`src/rtl/setup_rtr_pkg.sv`:
```
// Shared constants of the setup router: port count and port codes.
// Assumes a 2D mesh with one local port.
package setup_rtr_pkg;
    localparam int NPORT = 5;
    localparam int PW    = 3;
    typedef enum logic [PW-1:0] {
        P_LOC   = 3'd0,
        P_EAST  = 3'd1,
        P_WEST  = 3'd2,
        P_NORTH = 3'd3,
        P_SOUTH = 3'd4
    } port_e;
endpackage

```
`src/rtl/setup_fifo.sv`:
```
// Input buffer of one port. Writes happen on push, and the head is shown combinationally.
// Assumes DEPTH is a power of two and that pop is only raised while not empty.
module setup_fifo #(
    parameter int W     = 11,
    parameter int DEPTH = 4
) (
    input  logic         clk,
    input  logic         rst_n,
    input  logic         push,
    input  logic [W-1:0] din,
    input  logic         pop,
    output logic [W-1:0] dout,
    output logic         nempty,
    output logic         room
);
    localparam int AW = $clog2(DEPTH);

    logic [DEPTH-1:0][W-1:0] mem;
    logic [AW-1:0] wp, rp;
    logic [AW:0]   cnt;

    assign dout   = mem[rp];
    assign nempty = (cnt != '0);
    assign room   = (cnt < (AW+1)'(DEPTH));

    // Pointer, count and storage update.
    always_ff @(posedge clk) begin
        if (!rst_n) begin
            wp  <= '0;
            rp  <= '0;
            cnt <= '0;
            mem <= '0;
        end else begin
            if (push) begin
                mem[wp] <= din;
                wp      <= wp + 1'b1;
            end
            if (pop) rp <= rp + 1'b1;
            cnt <= cnt + (AW+1)'(push) - (AW+1)'(pop);
        end
    end
endmodule

```
`src/rtl/setup_route.sv`:
```
// Dimension-ordered route choice: x is corrected first, then y.
// Assumes node ids are {y, x}. Gives a one-hot output port.
module setup_route
    import setup_rtr_pkg::*;
#(
    parameter int X_BITS = 2,
    parameter int Y_BITS = 2,
    parameter int MY_X   = 1,
    parameter int MY_Y   = 1
) (
    input  logic [X_BITS+Y_BITS-1:0] dst,
    output logic [NPORT-1:0]         dir
);
    logic [X_BITS-1:0] dx;
    logic [Y_BITS-1:0] dy;

    assign dx = dst[X_BITS-1:0];
    assign dy = dst[X_BITS+Y_BITS-1:X_BITS];

    // Pick one direction from the coordinate compare.
    always_comb begin
        dir = '0;
        if (dx > X_BITS'(MY_X))      dir[P_EAST]  = 1'b1;
        else if (dx < X_BITS'(MY_X)) dir[P_WEST]  = 1'b1;
        else if (dy > Y_BITS'(MY_Y)) dir[P_NORTH] = 1'b1;
        else if (dy < Y_BITS'(MY_Y)) dir[P_SOUTH] = 1'b1;
        else                         dir[P_LOC]   = 1'b1;
    end
endmodule

```
`src/rtl/setup_arb.sv`:
```
// Round-robin arbiter for one output port. The search starts just above the last winner.
// Assumes the pointer only moves when a grant is given.
module setup_arb #(
    parameter int N  = 5,
    parameter int IW = 3
) (
    input  logic          clk,
    input  logic          rst_n,
    input  logic          en,
    input  logic [N-1:0]  req,
    output logic [N-1:0]  gnt,
    output logic [IW-1:0] idx,
    output logic          any
);
    logic [IW-1:0] last;

    // Find the first requester after the last winner.
    always_comb begin
        gnt = '0;
        idx = '0;
        any = 1'b0;
        for (int k = 1; k <= N; k++) begin
            int cand;
            cand = (int'(last) + k) % N;
            if (!any && en && req[cand]) begin
                any       = 1'b1;
                gnt[cand] = 1'b1;
                idx       = IW'(cand);
            end
        end
    end

    // Remember the winner.
    always_ff @(posedge clk) begin
        if (!rst_n)   last <= IW'(N-1);
        else if (any) last <= idx;
    end
endmodule

```
`src/rtl/setup_router.sv`:
```
// Router of the circuit setup mesh. It has three stages: buffer write, arbitration, traversal.
// A winning request writes the data crossbar setting and updates the owner record.
// If it takes a link owned by another source, it also strobes a retag and emits a notification.
// Assumes single-flit packets and ready-based flow control toward the neighbours.
module setup_router
    import setup_rtr_pkg::*;
#(
    parameter int X_BITS = 2,
    parameter int Y_BITS = 2,
    parameter int NCIRC  = 4,
    parameter int DEPTH  = 4,
    parameter int MY_X   = 1,
    parameter int MY_Y   = 1,
    localparam int NW    = X_BITS + Y_BITS,
    localparam int CW    = $clog2(NCIRC),
    localparam int FW    = 1 + 2*NW + CW
) (
    input  logic                        clk,
    input  logic                        rst_n,
    input  logic [NPORT-1:0]            in_valid,
    input  logic [NPORT-1:0][FW-1:0]    in_flit,
    output logic [NPORT-1:0]            in_ready,
    output logic [NPORT-1:0]            out_valid,
    output logic [NPORT-1:0][FW-1:0]    out_flit,
    input  logic [NPORT-1:0]            out_ready,
    output logic [NPORT-1:0]            cfg_we,
    output logic [NPORT-1:0][CW-1:0]    cfg_circ,
    output logic [NPORT-1:0][PW-1:0]    cfg_in,
    output logic [NPORT-1:0]            rcf_valid,
    output logic [NPORT-1:0][CW-1:0]    rcf_circ,
    output logic [NPORT-1:0]            ntf_valid,
    output logic [NPORT-1:0][FW-1:0]    ntf_flit
);
    localparam logic [NW-1:0] MY_ID = {Y_BITS'(MY_Y), X_BITS'(MY_X)};

    logic [NPORT-1:0]                 head_v, pop;
    logic [NPORT-1:0][FW-1:0]         head_f;
    logic [NPORT-1:0][NPORT-1:0]      rt;       // rt[in][out]
    logic [NPORT-1:0][NPORT-1:0]      req, gnt; // [out][in]
    logic [NPORT-1:0][PW-1:0]         gidx;
    logic [NPORT-1:0]                 gany, out_free, sa_open, sa_v;
    logic [NPORT-1:0][FW-1:0]         sa_f, sel_f;
    logic [NPORT-1:0][CW-1:0]         sel_c;
    logic [NPORT-1:0][NW-1:0]         sel_s, old_s;
    logic [NPORT-1:0]                 sel_set, hit;
    logic [NCIRC-1:0][NPORT-1:0]      own_v;
    logic [NCIRC-1:0][NPORT-1:0][NW-1:0] own_src;

    genvar gi;
    generate
        for (gi = 0; gi < NPORT; gi++) begin : g_in
            setup_fifo #(.W(FW), .DEPTH(DEPTH)) u_buf (
                .clk(clk), .rst_n(rst_n),
                .push(in_valid[gi] && in_ready[gi]), .din(in_flit[gi]),
                .pop(pop[gi]), .dout(head_f[gi]), .nempty(head_v[gi]),
                .room(in_ready[gi])
            );
            setup_route #(.X_BITS(X_BITS), .Y_BITS(Y_BITS), .MY_X(MY_X), .MY_Y(MY_Y)) u_rt (
                .dst(head_f[gi][CW+NW-1:CW]), .dir(rt[gi])
            );
            setup_arb #(.N(NPORT), .IW(PW)) u_arb (
                .clk(clk), .rst_n(rst_n), .en(sa_open[gi]), .req(req[gi]),
                .gnt(gnt[gi]), .idx(gidx[gi]), .any(gany[gi])
            );
        end
    endgenerate

    // Request matrix, pops, and decode of the winning flit per output.
    always_comb begin
        pop = '0;
        for (int o = 0; o < NPORT; o++) begin
            for (int i = 0; i < NPORT; i++) begin
                req[o][i] = head_v[i] && rt[i][o];
                pop[i]    = pop[i] | gnt[o][i];
            end
            out_free[o] = !out_valid[o] || out_ready[o];
            sa_open[o]  = !sa_v[o] || out_free[o];
            sel_f[o]    = head_f[gidx[o]];
            sel_c[o]    = sel_f[o][CW-1:0];
            sel_s[o]    = sel_f[o][CW+2*NW-1:CW+NW];
            sel_set[o]  = gany[o] && !sel_f[o][FW-1];
            old_s[o]    = own_src[sel_c[o]][o];
            hit[o]      = sel_set[o] && own_v[sel_c[o]][o] && (old_s[o] != sel_s[o]);
        end
    end

    // Pipeline stages, configuration strobes, and owner records.
    always_ff @(posedge clk) begin
        if (!rst_n) begin
            sa_v      <= '0;
            sa_f      <= '0;
            out_valid <= '0;
            out_flit  <= '0;
            cfg_we    <= '0;
            cfg_circ  <= '0;
            cfg_in    <= '0;
            rcf_valid <= '0;
            rcf_circ  <= '0;
            ntf_valid <= '0;
            ntf_flit  <= '0;
            own_v     <= '0;
            own_src   <= '0;
        end else begin
            for (int o = 0; o < NPORT; o++) begin
                if (out_free[o]) begin
                    out_valid[o] <= sa_v[o];
                    out_flit[o]  <= sa_f[o];
                end
                if (sa_open[o]) sa_v[o] <= gany[o];
                if (gany[o])    sa_f[o] <= sel_f[o];
                cfg_we[o]    <= sel_set[o];
                cfg_circ[o]  <= sel_c[o];
                cfg_in[o]    <= gidx[o];
                rcf_valid[o] <= hit[o];
                rcf_circ[o]  <= sel_c[o];
                ntf_valid[o] <= hit[o];
                ntf_flit[o]  <= {1'b1, MY_ID, old_s[o], sel_c[o]};
                if (sel_set[o]) begin
                    own_v[sel_c[o]][o]   <= 1'b1;
                    own_src[sel_c[o]][o] <= sel_s[o];
                end
            end
        end
    end
endmodule

```
`config.mk`:
```
export PLATFORM = sky130hd
export DESIGN_NAME = setup_router
export DESIGN_NICKNAME = d
export VERILOG_FILES = /design/src/rtl/setup_rtr_pkg.sv /design/src/rtl/setup_fifo.sv /design/src/rtl/setup_route.sv /design/src/rtl/setup_arb.sv /design/src/rtl/setup_router.sv
export SDC_FILE = /design/constraint.sdc
export NUM_CORES = 1
export LEC_CHECK = 0
export ABC_CLOCK_PERIOD_IN_PS = 9700
export BUFFER_PORTS_ARGS = -buffer_cell sky130_fd_sc_hd__buf_2
export CORE_ASPECT_RATIO = 1.2
export CORE_MARGIN = 2
export CORE_UTILIZATION = 35
export CTS_CLUSTER_SIZE = 12
export DETAILED_ROUTE_END_ITERATION = 10
export SLEW_MARGIN = 10
export SYNTH_ARGS = -nofsm -noshare
export SYNTH_HDL_FRONTEND = slang
export SYNTH_SLANG_ARGS = --single-unit
export TNS_END_PERCENT = 20
```
`constraint.sdc`:
```
create_clock -name clk -period 9.7 [get_ports clk]
set_input_delay 0.485 -clock clk [delete_from_list [all_inputs] [get_ports clk]]
set_output_delay 0.485 -clock clk [all_outputs]
set_load 0.02 [all_outputs]
```
==> impl_metrics.toml <==
[drt]
dr_total_vias = 33458
first_iter_violations = 3112
via_per_inst = 5.62
wl_per_cell_microns = 21.0
drcViolationCount = 0
drt_pass1_iterations = 6
ant_nets = 0
wirelength_microns = 125000

[floorplanning]
rows = 129
ios = 237
core_area_sq_mm = 0.103
die_h_microns = 357
die_x_microns = 298
start_util_pct = 35.3
die-area_sq_mm = 0.106

[worst_setup_path]
cp_data_required_time_ps = 10210
cp-start-kind = "register"
worstPathMaxFanout = 12
cpPeakStageDelay_ps = 1000
critical_path_class = "register to register"
arrival_ps = 9200
crit_top_cell = "mux2i_1"
crit_path_cell_trace = "inv_1 > ha_1 > xnor2_1 > inv_1 > ha_1 > or2_2 > o21a_1 > xnor2_1 > inv_1 > ha_1 > nand2b_1 > o2111ai_1 > o211ai_2 > xnor2_2 > mux2i_1 > a211o_1 > a2111o_1 > or3_1 > mux2i_1 > mux2i_1 > a211oi_1 > nor3b_4 > mux2i_1 > nor2_1"
slowest_stage = "mux2i_1"
crit_path_end_kind = "register"

[synthesis]
synth_edf_count = 0
synth.avg_cell_area_sq_um = 8.07
ys_seq_area_share_pct = 30.1
synth_area_sq_mm = 0.0363
syn_inst = 4497
ys_types = 130
yosys_most_used_dff = "dfxtp_1"
yosysWarnings = 0
async_flop_share_pct = 0
ys_ff_latch = 546

[clock_tree]
root_buffer = "clkbuf_16"
clkSinkCount = 546
path_clk_slew_ps = 60
htree_levels = 2
clockBufferDepth = 3
cts_buffers = 58
cts_hold_buf = 0
cts_tree = "yes"
ctsResizeCount = 0
post_cts_buffers = 0
clock_latency_ps = 670

[global_route]
gr-usage-met1_pct = 27.8
grt_max_degree = 197
grt_pass1_vias = 31742
overflow = 0
grt_pass1_wl_microns = 189000
met3_usage_pct = 3.09
antenna_found_initial = 2
grt-busiest-layer = "met2"
globalRouteTotalUtil_pct = 22.6
grt_use_met2_pct = 37.7

[sta]
setup_viol = 0
drv_slew = 0
fin_crit_sh_pct = 89.6
relSlewSlack_pct = 12.3
fmax_mhz = 115
rsz0062_at_grt = "no"
finalCriticalPeriod_ps = 8690
finClkSkew_ps = 32.5
fin_setup_tns_ps = 0
worst_slew_pin_slew_ps = 1280
final-hold-violation-count = 0

[placement]
dpl_cell_area_sq_mm = 0.0382
dpl.hpwl_microns = 93500
io_buffers = 226
placed_cells = 5865
gp_congestion = 1.03

[layout]
final_nets = 4823
syn_to_final_growth_pct = 10.2
antenna_cells = 0
instances_no_fill = 5957
drive_gt1_share_pct = 12.5
design_area_sq_mm = 0.0400

[worst_hold_path]
worstHoldPathType = "input pin to register"

[job]
drv_cap = 0

[run_status]
outcome = "finished, final reports clean"
layer usage:
layer | up-vias | wire length [microns]
li1 | 15987 | -
met3 | 318 | 7510
met4 | 0 | 8250
met2 | 1235 | 58500
met5 | - | 0
met1 | 15918 | 51000
worst paths after layout:
check                                     start                        to  slack [ps]  cells past startpoint
min reg2reg               sa_f[36]$_SDFFE_PN0P_     sa_f[36]$_SDFFE_PN0P_         430                      2
max          g_in[0].u_arb.last[1]$_SDFFE_PN0P_  own_src[60]$_SDFFE_PN0P_        1010                     24
max reg2reg  g_in[0].u_arb.last[1]$_SDFFE_PN0P_  own_src[60]$_SDFFE_PN0P_        1010                     24
min                                       rst_n       ntf_flit[8]$_DFF_P_          40                      1
cell families (layout without fill, tap and decap cells):
| kind of cell | Yosys count | after routing | synth area share, % |
|---|---|---|---|
| AOI/OAI and AO/OA | 1045 | 1045 | 19.6 |
| other | 1 | 10 | 0.0103 |
| muxes | 340 | 340 | 12.1 |
| buffers and inverters | 493 | 569 | 6.00 |
| and+or+nand+nor | 1765 | 1765 | 22.4 |
| adders and majority gates | 206 | 206 | 7.25 |
| xor gates and xnor gates | 101 | 101 | 2.62 |
| DFF | 546 | 546 | 30.1 |
cells in the mapped netlist, types with 47 or more instances:
cell type,instances,area share [%]
nand2_1,834,8.6
dfxtp_1,546,30
a21oi_1,423,5.8
nor2_1,340,3.5
mux2i_1,225,6.2
ha_1,199,6.9
inv_1,189,2.0
clkbuf_1,166,1.7
o21ai_0,104,1.4
nand3_1,98,1.4
and2_1,84,1.4
xnor2_1,77,1.9
mux4_2,72,4.5
nor3_1,70,0.97
buf_4,68,1.4
nor2b_1,61,1.1
a211oi_1,50,1.0
o211ai_1,48,0.99
nand2b_1,47,0.81
per-stage QoR:
stage / setup WS [ps] / hold slack, ps / util, %
after floorplan: 2370 / 410 / -
after global placement: 1490 / 422 / 37.1
after detailed placement: 1170 / 426 / 37.1
after CTS: 1140 / 21.0 / 38.8
after global routing: 550 / 28.3 / 38.8
final: 1010 / 38.3 / 38.8
final cells by class:
type	instances	area, sq um
clock buffer	76	1590
clock inverter	16	264
fill	10750	63000
inverter	208	791
multi-input combinational	3467	23200
sequential	546	10900
tap	1375	1720
timing repair buffer	269	1470
registers in the layout (all words and copies together), names as in the netlist:
register,cells
ntf_valid,5
cfg_we,5
sa_v,5
g_in.u_arb.last,15
own_v,20
out_flit,55
g_in.u_buf.cnt,15
ntf_flit,26
sa_f,55
cfg_in,15
g_in.u_buf.rp,10
g_in.u_buf.mem,220
own_src,80
out_valid,5
rcf_circ,5
g_in.u_buf.wp,10
layout by cell type (no fill, tap or decap), types with 34 or more instances in the layout:
master and count:
mux2_2 36, nor3_1 70, nor2b_1 61, nand2_1 834
o21a_1 34, buf_4 42, inv_1 188, nor2_1 340
clkbuf_16 58, ha_1 199, dfxtp_1 546, a211oi_1 49
and2_1 84, mux2i_1 225, and3_1 35, nand2b_1 47
a21oi_1 423, o21ai_0 104, nand4_1 35, xnor2_1 77
nand3_1 98, o211ai_1 48, mux4_2 72, buf_2 226
critical path, delay by kind of cell, from the launching register on:
| kind | cells | cell delay, ps |
|---|---|---|
| compound gates | 6 | 2220 |
| mux | 4 | 1550 |
| simple gates | 5 | 1490 |
| xor+xnor | 3 | 1320 |
| fa+ha+maj | 3 | 770 |
| flops | 1 | 590 |
| buf+inv | 3 | 580 |
Power is left out: the tool's default activity adds up to more than one toggle a clock period on the data nets, which glitch-free logic cannot reach.
